$ cat config.mk
export PLATFORM = sky130hd
export DESIGN_NAME = trig_timer_pair
export DESIGN_NICKNAME = d
export VERILOG_FILES = /design/src/rtl/tmr_pkg.sv /design/src/rtl/tmr_datapath.sv /design/src/rtl/tmr_ctrl.sv /design/src/rtl/trig_timer_pair.sv
export SDC_FILE = /design/constraint.sdc
export NUM_CORES = 1
export LEC_CHECK = 0
export BUFFER_PORTS_ARGS = -buffer_cell sky130_fd_sc_hd__buf_2
export CORE_ASPECT_RATIO = 2
export CORE_UTILIZATION = 55
export CTS_BUF_LIST = sky130_fd_sc_hd__clkbuf_8
export DETAILED_ROUTE_END_ITERATION = 7
export PLACE_DENSITY = 0.74
export SLEW_MARGIN = 15
export SYNTH_ARGS = -nofsm -noshare
export SYNTH_HDL_FRONTEND = slang
export SYNTH_SLANG_ARGS = --single-unit
export TNS_END_PERCENT = 50
$ cat constraint.sdc
create_clock -name clk -period 2.74 [get_ports clk]
set_clock_uncertainty 0.2 [all_clocks]
set_input_delay 0.274 -clock clk [delete_from_list [all_inputs] [get_ports clk]]
set_output_delay 0.274 -clock clk [all_outputs]
set_load 0.005 [all_outputs]
$ cat src/rtl/tmr_pkg.sv
package tmr_pkg;
  localparam int TMR_W = 16;

  // register addresses
  localparam logic [2:0] ADR_CTRL = 3'd0;
  localparam logic [2:0] ADR_MODE = 3'd1;
  localparam logic [2:0] ADR_PSC  = 3'd2;
  localparam logic [2:0] ADR_ARR  = 3'd3;
  localparam logic [2:0] ADR_CNT  = 3'd4;
  localparam logic [2:0] ADR_EVT  = 3'd5;
  localparam logic [2:0] ADR_STAT = 3'd6;

  // trigger-output selections
  localparam logic [2:0] MM_RESET  = 3'b000;
  localparam logic [2:0] MM_ENABLE = 3'b001;
  localparam logic [2:0] MM_UPDATE = 3'b010;

  // trigger sources
  localparam logic [2:0] TS_PEER = 3'b001;
  localparam logic [2:0] TS_EXT  = 3'b100;

  // slave modes
  localparam logic [2:0] SM_TRIGGER = 3'b110;

  // strobes from the control half to the datapath half
  typedef struct packed {
    logic run;       // counting enabled this cycle
    logic pscClear;  // restart divider
    logic cntClear;  // counter to zero
    logic cntLoad;   // counter takes write data
  } dpCtl_t;
endpackage

$ cat src/rtl/tmr_datapath.sv
module tmr_datapath
  import tmr_pkg::*;
#(
  parameter int W = TMR_W
) (
  input  logic         clk,
  input  logic         rstN,
  input  dpCtl_t       ctl,
  input  logic [W-1:0] pscVal,
  input  logic [W-1:0] arrVal,
  input  logic [W-1:0] loadVal,
  output logic [W-1:0] cnt,
  output logic         uev
);
  logic [W-1:0] pscCnt;
  logic         tick;

  assign tick = ctl.run && (pscCnt == pscVal);
  assign uev  = tick && (cnt == arrVal);

  // divider: held at zero while stopped, so a start waits a full period
  always_ff @(posedge clk or negedge rstN) begin
    if (!rstN) begin
      pscCnt <= '0;
    end else if (ctl.pscClear || !ctl.run) begin
      pscCnt <= '0;
    end else if (tick) begin
      pscCnt <= '0;
    end else begin
      pscCnt <= pscCnt + 1'b1;
    end
  end

  always_ff @(posedge clk or negedge rstN) begin
    if (!rstN) begin
      cnt <= '0;
    end else if (ctl.cntClear) begin
      cnt <= '0;
    end else if (ctl.cntLoad) begin
      cnt <= loadVal;
    end else if (tick) begin
      cnt <= uev ? '0 : cnt + 1'b1;
    end
  end
endmodule

$ cat src/rtl/tmr_ctrl.sv
module tmr_ctrl
  import tmr_pkg::*;
#(
  parameter int W = TMR_W
) (
  input  logic         clk,
  input  logic         rstN,
  input  logic         wrEn,
  input  logic [2:0]   wrAddr,
  input  logic [W-1:0] wrData,
  input  logic         peerTrig,
  input  logic         extIn,
  input  logic         uev,
  output dpCtl_t       ctl,
  output logic [W-1:0] pscVal,
  output logic [W-1:0] arrVal,
  output logic [2:0]   masterSel,
  output logic         trgo,
  output logic         flag,
  output logic         cen
);
  logic [2:0] trigSrc, slaveMode;
  logic       syncDelay, cenDly, trigDly, extPrev;
  logic       ctrlWr, modeWr, pscWr, arrWr, cntWr, statWr, ugPulse;
  logic       srcHit, trigEvt, flagSet;

  assign ctrlWr  = wrEn && (wrAddr == ADR_CTRL);
  assign modeWr  = wrEn && (wrAddr == ADR_MODE);
  assign pscWr   = wrEn && (wrAddr == ADR_PSC);
  assign arrWr   = wrEn && (wrAddr == ADR_ARR);
  assign cntWr   = wrEn && (wrAddr == ADR_CNT);
  assign statWr  = wrEn && (wrAddr == ADR_STAT);
  assign ugPulse = wrEn && (wrAddr == ADR_EVT) && wrData[0];

  always_comb begin
    unique case (trigSrc)
      TS_PEER: srcHit = peerTrig;
      TS_EXT:  srcHit = extIn && !extPrev;
      default: srcHit = 1'b0;
    endcase
  end

  assign trigEvt = (slaveMode == SM_TRIGGER) && srcHit;
  assign flagSet = syncDelay ? trigDly : trigEvt;

  always_ff @(posedge clk or negedge rstN) begin
    if (!rstN) begin
      pscVal    <= '0;
      arrVal    <= '1;
      masterSel <= MM_RESET;
      trigSrc   <= '0;
      slaveMode <= '0;
      syncDelay <= 1'b0;
      cen       <= 1'b0;
      cenDly    <= 1'b0;
      trigDly   <= 1'b0;
      extPrev   <= 1'b0;
      flag      <= 1'b0;
    end else begin
      extPrev <= extIn;
      trigDly <= trigEvt;
      cenDly  <= cen;
      if (pscWr) pscVal <= wrData;
      if (arrWr) arrVal <= wrData;
      if (modeWr) begin
        masterSel <= wrData[2:0];
        trigSrc   <= wrData[6:4];
        slaveMode <= wrData[10:8];
      end
      if (ctrlWr) syncDelay <= wrData[1];
      // hardware set outranks a software write in the same cycle
      if (trigEvt)     cen <= 1'b1;
      else if (ctrlWr) cen <= wrData[0];
      if (flagSet)                  flag <= 1'b1;
      else if (statWr && !wrData[0]) flag <= 1'b0;
    end
  end

  always_comb begin
    unique case (masterSel)
      MM_RESET:  trgo = ugPulse;
      MM_ENABLE: trgo = cen;
      MM_UPDATE: trgo = uev;
      default:   trgo = 1'b0;
    endcase
  end

  always_comb begin
    ctl.run      = syncDelay ? (cen && cenDly) : cen;
    ctl.pscClear = ugPulse;
    ctl.cntClear = ugPulse;
    ctl.cntLoad  = cntWr;
  end
endmodule

$ cat src/rtl/trig_timer_pair.sv
module trig_timer_pair
  import tmr_pkg::*;
#(
  parameter int W = TMR_W
) (
  input  logic         clk,
  input  logic         rstN,
  input  logic         wrEn,
  input  logic         wrSel,
  input  logic [2:0]   wrAddr,
  input  logic [W-1:0] wrData,
  input  logic         extIn,
  output logic [W-1:0] cntA,
  output logic [W-1:0] cntB,
  output logic         trgoA,
  output logic         trgoB,
  output logic         flagA,
  output logic         flagB,
  output logic         runA,
  output logic         runB
);
  localparam int N = 2;

  dpCtl_t       ctlV  [N];
  logic [W-1:0] cntV  [N];
  logic [W-1:0] pscV  [N];
  logic [W-1:0] arrV  [N];
  logic [2:0]   mmSel [N];
  logic         trgoV [N];
  logic         uevV  [N];
  logic         flagV [N];
  logic         cenV  [N];

  for (genvar gi = 0; gi < N; gi++) begin : g_tmr
    tmr_ctrl #(.W(W)) u_ctrl (
      .clk       (clk),
      .rstN      (rstN),
      .wrEn      (wrEn && (wrSel == 1'(gi))),
      .wrAddr    (wrAddr),
      .wrData    (wrData),
      .peerTrig  (trgoV[N-1-gi]),
      .extIn     (extIn),
      .uev       (uevV[gi]),
      .ctl       (ctlV[gi]),
      .pscVal    (pscV[gi]),
      .arrVal    (arrV[gi]),
      .masterSel (mmSel[gi]),
      .trgo      (trgoV[gi]),
      .flag      (flagV[gi]),
      .cen       (cenV[gi])
    );
    tmr_datapath #(.W(W)) u_dp (
      .clk     (clk),
      .rstN    (rstN),
      .ctl     (ctlV[gi]),
      .pscVal  (pscV[gi]),
      .arrVal  (arrV[gi]),
      .loadVal (wrData),
      .cnt     (cntV[gi]),
      .uev     (uevV[gi])
    );
  end

  assign cntA  = cntV[0];
  assign cntB  = cntV[1];
  assign trgoA = trgoV[0];
  assign trgoB = trgoV[1];
  assign flagA = flagV[0];
  assign flagB = flagV[1];
  assign runA  = cenV[0];
  assign runB  = cenV[1];
endmodule

# After elaboration in Yosys (flattened, before gate mapping)
# Cells that the tools add are included.
# totals
out_inout_bits	38
ramBits	0
mem_count	0
rom_bits	0
register_bits	157
latchBits	0
input_bits	24
# classes
n_mul	0
order_cmp	0
n_shift	0
n_bitwise	1
n_eq_ne	20
muxes	28
n_div	0
n_addsub	4
reduce_logical	44
# ops
cell	n
two-way mux 16 bit	12
adder 16 x 1 -> 16 bit (second input constant)	4
== test 16 bit	4
logical AND 1 bit	29
== test 3 bit (second input constant)	7
== test 3 x 1 -> 1 bit (second input constant)	5
== test 3 x 2 -> 1 bit (second input constant)	4
two-way mux 1 bit	12
logical NOT 3 bit	3
nonzero test 2 bit	4
case mux 1 bit (3 select lines)	2
nonzero test 3 bit	2
logical NOT 1 bit	4
case mux 1 bit (2 select lines)	2
logical OR 1 bit	2
inverter 1 bit	1

# Depth between registers and ports, before layout
# Gate-level depths: netlist of run 1.
# depth
ltp_word	9
depth_mapped	9
depth_no_buf	7

# Modules after synthesis
# A second synthesis of run 1 with hierarchy kept.
# unflattened
hier_cells	741
area_unflattened_um2	8235.4
# by_module_without_submodules
mod	cells_per_inst	n_inst	area_each_um2
tmr_ctrl	122	2	1905.6
tmr_datapath at g_tmr[0].u_dp	256	1	2274.7
tmr_datapath at g_tmr[1].u_dp	239	1	2133.3
trig_timer_pair	2	1	16.3

# Least setup slack after synthesis of run 1
# OpenSTA, ideal clock, no wires.
# synth_path
path_kind	register -> register
start	register g_tmr[1].u_ctrl.arrVal[6]
end	register g_tmr[1].u_dp.cnt[2]
arrival_time_ns	1.849
path_stages_with_launch	8
path_buffers	1
period_less_slack_ns	2.175
setup_slack_ns	0.565
setup_ns	0.126
path_cell_list	dfstp_2 > xnor2_1 > nand4_1 > nor4_4 > and4b_1 > buf_2 > a32oi_1 > o21ai_1
# synth_via
elab_chain_cells	6
# synth_lines
element	line_no	source
from (decl)	tmr_ctrl.sv:16	output logic [W-1:0] arrVal,
from (signal assigned)	tmr_ctrl.sv:64	if (arrWr) arrVal <= wrData;
== test 16 bit	tmr_datapath.sv:19	assign uev = tick && (cnt == arrVal);
logical AND 1 bit	tmr_datapath.sv:19	
two-way mux 16 bit	tmr_datapath.sv:42	cnt <= uev ? '0 : cnt + 1'b1;
two-way mux 16 bit	tmr_datapath.sv:41	end else if (tick) begin
two-way mux 16 bit	tmr_datapath.sv:39	end else if (ctl.cntLoad) begin
two-way mux 16 bit	tmr_datapath.sv:37	end else if (ctl.cntClear) begin
to (signal assigned)	tmr_datapath.sv:40	cnt <= loadVal;
to (signal assigned)	tmr_datapath.sv:42	
to (decl)	tmr_datapath.sv:12	output logic [W-1:0] cnt,
# No other way between the ends. The select of a mux whose other input is x is not followed.
# A chain may end at the register's enable or synchronous reset.

# Worst setup path in the final report of run 1
# layout_path
start	register g_tmr[0].u_ctrl.arrVal[11]
end	output trgoA
# layout_via
elab_chain_cells	3
# layout_lines
element	line_no	source
from (decl)	tmr_ctrl.sv:16	
from (signal assigned)	tmr_ctrl.sv:64	
== test 16 bit	tmr_datapath.sv:19	
logical AND 1 bit	tmr_datapath.sv:19	
case mux 1 bit (3 select lines)	tmr_ctrl.sv:80	unique case (masterSel)
to (decl)	trig_timer_pair.sv:15	output logic trgoA,
# No other way between the ends.

==> run metrics, run 1 <==
status=complete, no violations; ratio of cells with drive above 1 in the final layout=between 30 and 40%; met1 GRT Util=31.97%; setup tns final=0 ns; die width=87.58 um; vias=around 6300; HPWL after DPL=about 16 mm; final routed DRC violation total=0; fin crit share=between 90% and 100%; Max Fclk=0.3715 GHz; core area=14350 um^2; Die Area=15170 um^2; Max VDD drop=0.4848 mV; vias in the first global route=just under 7000; clk_lat worst skew=0.45 ns; die height=173.2 um; met2 usage=52.21%; total wire length=21.67 mm; register bit count reported by yosys=157; Mapped Nets=761; crit-path max cell delay=roughly 0.54 ns; fin area=9428 um^2; Routed Antenna Nets=0; Unique masters post-synth=60; commonest non-fill, non-tap cell in the layout=dfrtp_1; Reg clk slew, reported paths=0.10 ns; post-DR vias/cell=between 6 and 7; mapped cell area=slightly above 8000 um^2; CP max FO=8; pin slew with the least headroom to its limit=a little under 0.7 ns; Seq/Total Area, Yosys=49.26%; Top FF cell, synth=dfrtp_1; GRT Util Overall=30.07%; CTS tree=built; number of fillers in the final layout=between 1000 and 1500; Worst Path Arrival=2.22 ns; WP buf/inv=2; largest net degree at the start of global routing=59; Hold WC Path Type=input pin to async pin; Yosys Warn Count=0; Register Area=3974 um^2; Max clock buf depth=2; Slew HR=~54%; met3 Track Usage GR=between 6 and 7%; hold slack=0.05802 ns; placed insts=992; setup violators final=0; Setup crit end kind=output port; total grt overflow=0; Avg Cell Area, Syn=10.99 um^2; IO buf count=just over 60; Fin. Hold Viols=0; crit path launch=g_tmr[0].u_ctrl.arrVal[11]; Iteration-0 DRC Markers=436; initial antenna violation count=1; crit path kind=flop to output port; most frequent cells in the layout=dfrtp_1 (121), mux2_2 (84), buf_2 (60); Tot Pwr=~7 mW; cell row count=62; nets@finish=861; max_cap viols=0; worst path required time=between 2 and 2.5 ns; drt wl/cell=20.85 um; Root Driver=clkbuf_8; dpl cell area=8740 um^2; Initial Utilization=56.14%; Syn Inst Count=733; Area Overhead vs Synth=17.02%; Slew Limit Fails=0; minimum clock period=roughly 2.7 ns; pwr/cell area=755.8 nW/um^2; first-pass GRT wire length=around 34 mm; RD Place Congestion=0.9667; worst-path cell chain=xor2_1, nor4_2, nand4_1, buf_6, nor2_4, a31oi_2, nor2_1, buf_2; post-route insts no fill=1039; unrepaired setup endpoints after global routing=true; EDFF count, synth=0; R2R Path Start=g_tmr[1].u_ctrl.arrVal[4]; H-tree depth=4; Top delay family on crit path=simple AND/OR/NAND/NOR gates; busiest grt layer=met2; # clock sinks=157; total CTS buffers=17; leakage=4.119 nW; multi-input combinational cell area=3984 um^2; asr flop ratio synth=100.0%; DR pass1 iterations=8; worst-path cell with the longest stage delay=dfstp_2; Startpoint Class=flop; I/O pin cnt=62
cells by family after synthesis:
kind of cell    after synthesis  share of synthesized area, %
compound gates               86                         8.060
xor+xnor                     97                         10.55
fa+ha+maj                     4                        0.6212
buf+inv                      43                         2.345
flops                       157                         49.26
mux                          86                         11.99
simple gates                260                         17.18
repair_timing:
action / in CTS / in global routing
hold buffers: 6 / 1
gates resized for setup: 10 / 12
endpoints found under the hold margin: 137 / 1
pin swaps: 6 / 11
setup buffers: 1 / 6
cloned: 0 / 0
endpoints found under the setup margin: 2 / 3
cell usage after synthesis, types with 3 or more instances:
library cell | instances | share of area, %
xnor2_1 | 64 | 7.0
a32oi_1 | 6 | 0.65
o21ai_0 | 10 | 0.62
and2_1 | 3 | 0.23
nor3_1 | 13 | 0.81
clkbuf_1 | 15 | 0.70
nor4bb_1 | 4 | 0.50
ha_1 | 4 | 0.62
a21oi_1 | 8 | 0.50
o31ai_1 | 3 | 0.28
nand2_1 | 45 | 2.1
inv_1 | 16 | 0.75
o211ai_1 | 3 | 0.28
a2bb2oi_1 | 4 | 0.43
a211o_1 | 6 | 0.65
buf_2 | 8 | 0.50
nand2b_1 | 6 | 0.47
nor4_1 | 8 | 0.62
mux2_2 | 84 | 12
a31oi_1 | 5 | 0.39
dfstp_2 | 32 | 10
nor2_1 | 59 | 2.7
nor2b_1 | 5 | 0.39
dfrtp_1 | 125 | 39
nand3_1 | 35 | 2.2
xor2_1 | 33 | 3.6
a221o_1 | 14 | 1.7
nand4b_1 | 4 | 0.43
and3_1 | 35 | 2.7
o21ai_1 | 5 | 0.31
nor3b_1 | 5 | 0.47
nand4_1 | 20 | 1.6
a22oi_1 | 8 | 0.75
a211oi_1 | 3 | 0.28
metal layers:
layer | up-vias | part of all wire [%]
met5 | - | 0
met1 | 3134 | 35
met2 | 275 | 53
li1 | 2837 | -
met3 | 98 | 5.4
met4 | 0 | 6.6
sequential cells by signal, indices dropped and copies added (netlist names):
| name | flops |
|---|---|
| g_tmr.u_ctrl.trigDly | 2 |
| g_tmr.u_ctrl.pscVal | 32 |
| g_tmr.u_ctrl.cenDly | 2 |
| g_tmr.u_ctrl.syncDelay | 2 |
| g_tmr.u_ctrl.arrVal | 32 |
| g_tmr.u_dp.pscCnt | 32 |
| g_tmr.u_dp.cnt | 32 |
| g_tmr.u_ctrl.cen | 2 |
| g_tmr.u_ctrl.flag | 2 |
| g_tmr.u_ctrl.masterSel | 6 |
| g_tmr.u_ctrl.extPrev | 1 |
| g_tmr.u_ctrl.trigSrc | 6 |
| g_tmr.u_ctrl.slaveMode | 6 |
final timing paths:
| kind | endpoint | slack (ns) | cells after the start |
|---|---|---|---|
| max | trgoA | 0.05 | 8 |
| min | g_tmr[0].u_dp.pscCnt[0] | 0.06 | 2 |
| max reg2reg | g_tmr[1].u_dp.cnt[13] | 0.14 | 7 |
| min reg2reg | g_tmr[1].u_ctrl.flag | 0.27 | 2 |
| max in group asynchronous | g_tmr[1].u_ctrl.arrVal[4] | 1.49 | 3 |
| min in group clk | g_tmr[0].u_ctrl.pscVal[13] | 0.06 | 2 |
per-stage QoR:
step,util [%],setup WS [ns]
after detailed placement,60.90,0.1970
after global routing,65.68,-0.02513
after CTS,64.91,-0.02996
after global placement,60.90,0.2506
final,65.69,0.04830
after floorplan,-,0.5652
final cells by class:
class	instances	area share, %
inverter	16	0.6370
clock buffer	17	2.482
sequential	157	42.15
multi-input combinational	533	42.26
timing repair buffer	108	7.405
clock inverter	15	2.495
tap	192	2.548
antenna	1	0.02654
worst register-to-register path: cells and delay by family (launching register included):
family | cells | cell delay [ns]
flops | 1 | 0.55
buf+inv | 1 | 0.20
simple gates | 4 | 1.16
xor+xnor | 1 | 0.12
compound gates | 1 | 0.25
where the power goes:
part / switching (mW) / internal (mW)
Sequential: 0.480 / 2.87
Clock: 0.906 / 1.10
Combinational: 0.864 / 0.905
(Power assumes the default switching activity.)
==> run 2: changes to the inputs <==
- SETUP_SLACK_MARGIN: default -> 0.2
- clock period: 2.74 -> 3.27 ns (I/O delays scaled with it)
==> run metrics, run 2 (same netlist as run 1, synthesis figures left out) <==
Die Area=~15000 um^2; CP max FO=9; top routing layer used=met4; hold slack=0.02977 ns; metal2 WL=11.08 mm; worst path required time=~2.7 ns; PnR worst setup slack=a little over 0.3 ns; # clock sinks=157; clk_lat worst skew=0.45 ns; reg2reg setup slack=just over 0.6 ns; n_diodes=0; worst slack at placement=0.5965 ns; die width=about 90 um; unrepaired setup endpoints after global routing=true; first-pass GRT wire length=33.00 mm; worst-path cell chain=xnor2_1, nand4_1, nor4_4, nand4b_1, a21oi_1, buf_2; Root Driver=clkbuf_8; commonest non-fill, non-tap cell in the layout=dfrtp_1; wl on met1=about 8 mm; nets@finish=828; Iteration-0 DRC Markers=430; vias in the first global route=roughly 6300; I/O pin cnt=62; DR pass1 iterations=5; post-DR vias/cell=6.103; Max Fclk=0.3373 GHz; fin area=9075 um^2; core area=14350 um^2; WP buf/inv=1; pwr/cell area=643.0 nW/um^2; CTS tree=built; Max clock buf depth=2; fin crit share=between 90% and 100%; Hold WC Path Type=input pin to flop; Fin. Hold Viols=0; most frequent cells in the layout=dfrtp_1 (125), mux2_2 (84), xnor2_1 (64); IO buf count=61; total grt overflow=0; setup bufs post-CTS=0; Startpoint Class=flop; Routed Antenna Nets=0; Worst Path Arrival=2.44 ns; leakage=3.960 nW; minimum clock period=2.964 ns; crit path kind=flop to output port; setup tns final=0 ns; crit-path max cell delay=0.58 ns; max_cap viols=0; pin slew with the least headroom to its limit=between 0.8 and 0.9 ns; ratio of cells with drive above 1 in the final layout=28.41%; H-tree depth=4; Max VDD drop=0.3098 mV; cell row count=62; Top delay family on crit path=simple AND/OR/NAND/NOR gates; initial antenna violation count=1; Reg clk slew, reported paths=0.09 ns; GRT Util Overall=29.13%; final routed DRC violation total=0; Area Overhead vs Synth=12.64%; largest net degree at the start of global routing=75; dpl cell area=8582 um^2; vias=approximately 6100; Initial Utilization=56.14%; drt wl/cell=20.80 um; total wire length=about 21 mm; total CTS buffers=17; RD Place Congestion=0.9700; Slew Limit Fails=0; setup violators final=0; worst-path cell with the longest stage delay=nor4_4; Setup crit end kind=output port; die height=173.2 um; met3 wire len=~860 um; HPWL after DPL=15.23 mm; status=complete, no violations; number of fillers in the final layout=around 1200; Slew HR=44.52%
## run 2: path summary, 6_finish.rpt
path                                                 start                          to  cells past startpoint
worst max register to register  g_tmr[1].u_ctrl.arrVal[15]       g_tmr[1].u_dp.cnt[13]                      6
worst min-delay path                            wrData[15]  g_tmr[0].u_ctrl.pscVal[15]                      2
worst max-delay path            g_tmr[1].u_ctrl.arrVal[15]                       trgoB                      6
worst min register to register     g_tmr[1].u_ctrl.trigDly        g_tmr[1].u_ctrl.flag                      2
max in group asynchronous                             rstN   g_tmr[0].u_ctrl.arrVal[3]                      3
min in group asynchronous                             rstN     g_tmr[0].u_dp.pscCnt[1]                      2
## run 2: metal layers
layer	GRT usage, %	up-vias
met5	0	-
met4	16.87	0
met3	4.582	71
met2	50.33	213
met1	33.15	3082
li1	-	2768
## run 2: worst register-to-register path: stages, from the launching register on
cell and delay [ns]:
dfstp_2 0.55, xnor2_1 0.12, nand4_1 0.18, nor4_4 0.58, and4b_1 0.42, and3b_1 0.25
a221o_1 0.25
## run 2: stage by stage
step	power, mW	utilization, %	cells
final	5.835	63.23	1005
after global routing	6.126	63.23	1005
after CTS	5.860	63.23	1005
after detailed placement	4.167	59.80	971
after global placement	4.095	59.80	971
after floorplan	3.654	-	733
## run 2: power by group
| part | internal [mW] | total (mW) | switching, mW |
|---|---|---|---|
| Sequential | 2.40 | 2.83 | 0.429 |
| Clock | 0.958 | 1.70 | 0.743 |
| Combinational | 0.672 | 1.30 | 0.633 |
| Total | 4.03 | 5.83 | 1.81 |
## run 2: area by class of cell
cell class / count / area, um^2 / area share (%)
tap: 192 / 240.2 / 2.647
inverter: 16 / 60.06 / 0.6618
clock inverter: 13 / 210.2 / 2.316
clock buffer: 19 / 261.5 / 2.882
timing repair buffer: 75 / 434.2 / 4.784
multi-input combinational: 533 / 3900 / 42.98
sequential: 157 / 3969 / 43.73
## run 2: what timing repair did
| item | 4_1_cts | 5_1_grt |
|---|---|---|
| gates resized for setup | 0 | 1 |
| endpoints found under the setup margin | 0 | 2 |
| hold endpoints to repair | 72 | 0 |
| hold buffers | 2 | 0 |
==> run 3: changes to the inputs <==
- SYNTH_HIERARCHICAL: default -> 1
==> run metrics, run 3 <==
status=complete, no violations; pwr/cell area=604.6 nW/um^2; Worst Hold End=g_tmr[0].u_dp/cnt[15]; fin crit share=between 90% and 100%; clk_lat worst skew=0.45 ns; worst-path cell with the longest stage delay=or4_4; cell row count=62; leakage=3.765 nW; n_diodes=0; HPWL after DPL=approximately 15 mm; Avg Cell Area, Syn=11.11 um^2; die width=88.53 um; R2R Path Start=g_tmr[1].u_ctrl/pscVal[3]; mapped cell area=8235 um^2; EDFF count, synth=0; setup violators final=0; total CTS buffers=17; IO buf count=61; minimum clock period=3.122 ns; Hold Path Origin=wrData[15]; final routed DRC violation total=0; H-tree depth=4; hold path depth=3; setup tns final=0 ns; die height=175.1 um; Die Area=15500 um^2; met3 Track Usage GR=4.157%; dpl cell area=8751 um^2; crit-path max cell delay=0.58 ns; I/O pin cnt=62; Area Overhead vs Synth=13.80%; Max Fclk=0.3203 GHz; switching power total=1.915 mW; # clock sinks=158; R2R Path End=g_tmr[0].u_ctrl/flag; Fin. Hold Viols=0; Max VDD drop=0.3110 mV; Startpoint Class=flop; core area=14510 um^2; Mapped Nets=around 770; Slew Limit Fails=0; largest cells by area after synthesis=dfrtp_1 (38%), mux2_2 (12%), dfstp_2 (10%); Top FF cell, synth=dfrtp_1; reg2reg setup slack=0.42 ns; DR pass1 iterations=5; GRT Util Overall=28.92%; fin area=9371 um^2; Routed Antenna Nets=0; CP max FO=5; Hold WC Path Type=input pin to flop; clock power share=23.4%; synth cell count leaders=dfrtp_1 (126), mux2_2 (85), xnor2_1 (72); Initial Utilization=56.77%; most frequent cells in the layout=dfrtp_1 (121), mux2_2 (85), nor2_1 (60); total grt overflow=0; asr flop ratio synth=100.0%; max_cap viols=0; Setup crit end kind=output port; Yosys Warn Count=6; Root Driver=clkbuf_8; initial antenna violation count=0; register bit count reported by yosys=158; Syn Inst Count=between 700 and 800; CTS tree=built; pin slew with the least headroom to its limit=0.6803 ns; Yosys top cell by area=dfrtp_1; switching part of the total=33.80%; met1 GRT Util=32.60%; met2 usage=51.67%; worst-path cell chain=xnor2_2, nand3_2, or4_4, nor2_4, and2_1, nand3b_1, a31oi_4, buf_6; Seq/Total Area, Yosys=48.50%; nets@finish=850; Top delay family on crit path=simple AND/OR/NAND/NOR gates; most common cell in the netlist=dfrtp_1; first-pass GRT wire length=roughly 33 mm; unrepaired setup endpoints after global routing=true; commonest non-fill, non-tap cell in the layout=dfrtp_1; Gate power share=25.7%; post-DR vias/cell=~6.1; sequential share of power=50.8%; worst r2r path cells=10; WP buf/inv=1; Slew HR=54.29%; RD Place Congestion=~0.9; vias=approximately 6200; drt wl/cell=20.77 um; vias in the first global route=6324; Reg clk slew, reported paths=0.09 ns; total wire length=~21 mm; ratio of cells with drive above 1 in the final layout=between 30% and 40%; Unique masters post-synth=70; Max clock buf depth=2; P_int=3.751 mW; busiest grt layer=met2; worst path required time=2.74 ns; Iteration-0 DRC Markers=~400; Yosys top cell area share=38.29%; largest net degree at the start of global routing=73; crit path kind=flop to output port; Worst Path Arrival=2.59 ns
[run 3: power groups by stage]
stage	Clock (mW)	Sequential (mW)	Combinational (mW)
2_1_floorplan	0	2.76	0.965
3_3_place_gp	0	2.87	1.32
3_5_place_dp	0	2.89	1.36
4_1_cts	1.36	2.87	1.45
5_1_grt	1.45	2.93	1.60
6_report	1.33	2.88	1.46
[run 3: worst max-delay path by stage]
stage	from	endpoint	slack, ns	cells after the start
6_report	g_tmr[1].u_ctrl/pscVal[3]	trgoB	0.15	8
3_3_place_gp	g_tmr[1].u_dp/pscCnt[1]	g_tmr[0].u_ctrl/flag	0.28	10
2_1_floorplan	g_tmr[1].u_ctrl/arrVal[6]	g_tmr[0].u_ctrl/flag	0.56	10
5_1_grt	g_tmr[1].u_ctrl/pscVal[3]	trgoB	0.08	8
4_1_cts	g_tmr[1].u_dp/pscCnt[1]	trgoB	0.18	8
3_5_place_dp	g_tmr[1].u_dp/pscCnt[3]	g_tmr[0].u_ctrl/flag	0.17	10
[run 3: metrics by stage]
stage               hold slack (ns)  util [%]  worst slack (ns)  power, mW  instances
finish                      0.05431     64.60            0.1482      5.666       1027
global route                0.03782     64.60           0.07864      5.973       1027
CTS                         0.03059     64.42            0.1823      5.685       1025
detailed placement          0.08466     60.32            0.1681      4.254        981
global placement            0.08389     60.32            0.2757      4.188        981
floorplan                   -0.1686         -            0.5588      3.726        741
[run 3: worst register-to-register path: cells and delay by family, from the launching register on]
| family | cells | cell delay (ns) |
|---|---|---|
| xor gates and xnor gates | 1 | 0.23 |
| DFF | 1 | 0.43 |
| and+or+nand+nor | 6 | 1.32 |
| AOI/OAI and AO/OA | 3 | 0.60 |
[run 3: final cells by class]
| cell class | instances | area (um^2) |
|---|---|---|
| timing repair buffer | 95 | 590.6 |
| clock buffer | 18 | 247.7 |
| fill | 1164 | 5135 |
| sequential | 158 | 4000 |
| inverter | 19 | 71.32 |
| multi-input combinational | 531 | 4111 |
| tap | 192 | 240.2 |
| clock inverter | 14 | 110.1 |
[run 3: kinds of logic (layout without fill, tap and decap cells)]
family	count (synthesis)	in the layout	synth area share, %
compound gates	81	81	7.597
mux	88	88	11.99
buf+inv	52	146	3.358
flops	158	158	48.50
xor+xnor	93	93	10.07
simple gates	265	265	17.88
fa+ha+maj	4	4	0.6077
[run 3: repair_timing]
| item | in CTS | in global routing |
|---|---|---|
| endpoints found under the hold margin | 47 | 0 |
| pin swaps | 9 | 7 |
| hold buffers | 2 | 0 |
| gates resized for setup | 24 | 2 |
| endpoints found under the setup margin | 3 | 2 |
| setup buffers | 10 | 2 |
| gates cloned | 0 | 0 |
[run 3: routing by layer]
| layer | routed length [um] | vias up |
|---|---|---|
| met1 | 8131 | 3167 |
| met2 | 11650 | 201 |
| met3 | 722 | 59 |
| met5 | 0 | - |
| met4 | 827 | 0 |
| li1 | - | 2807 |
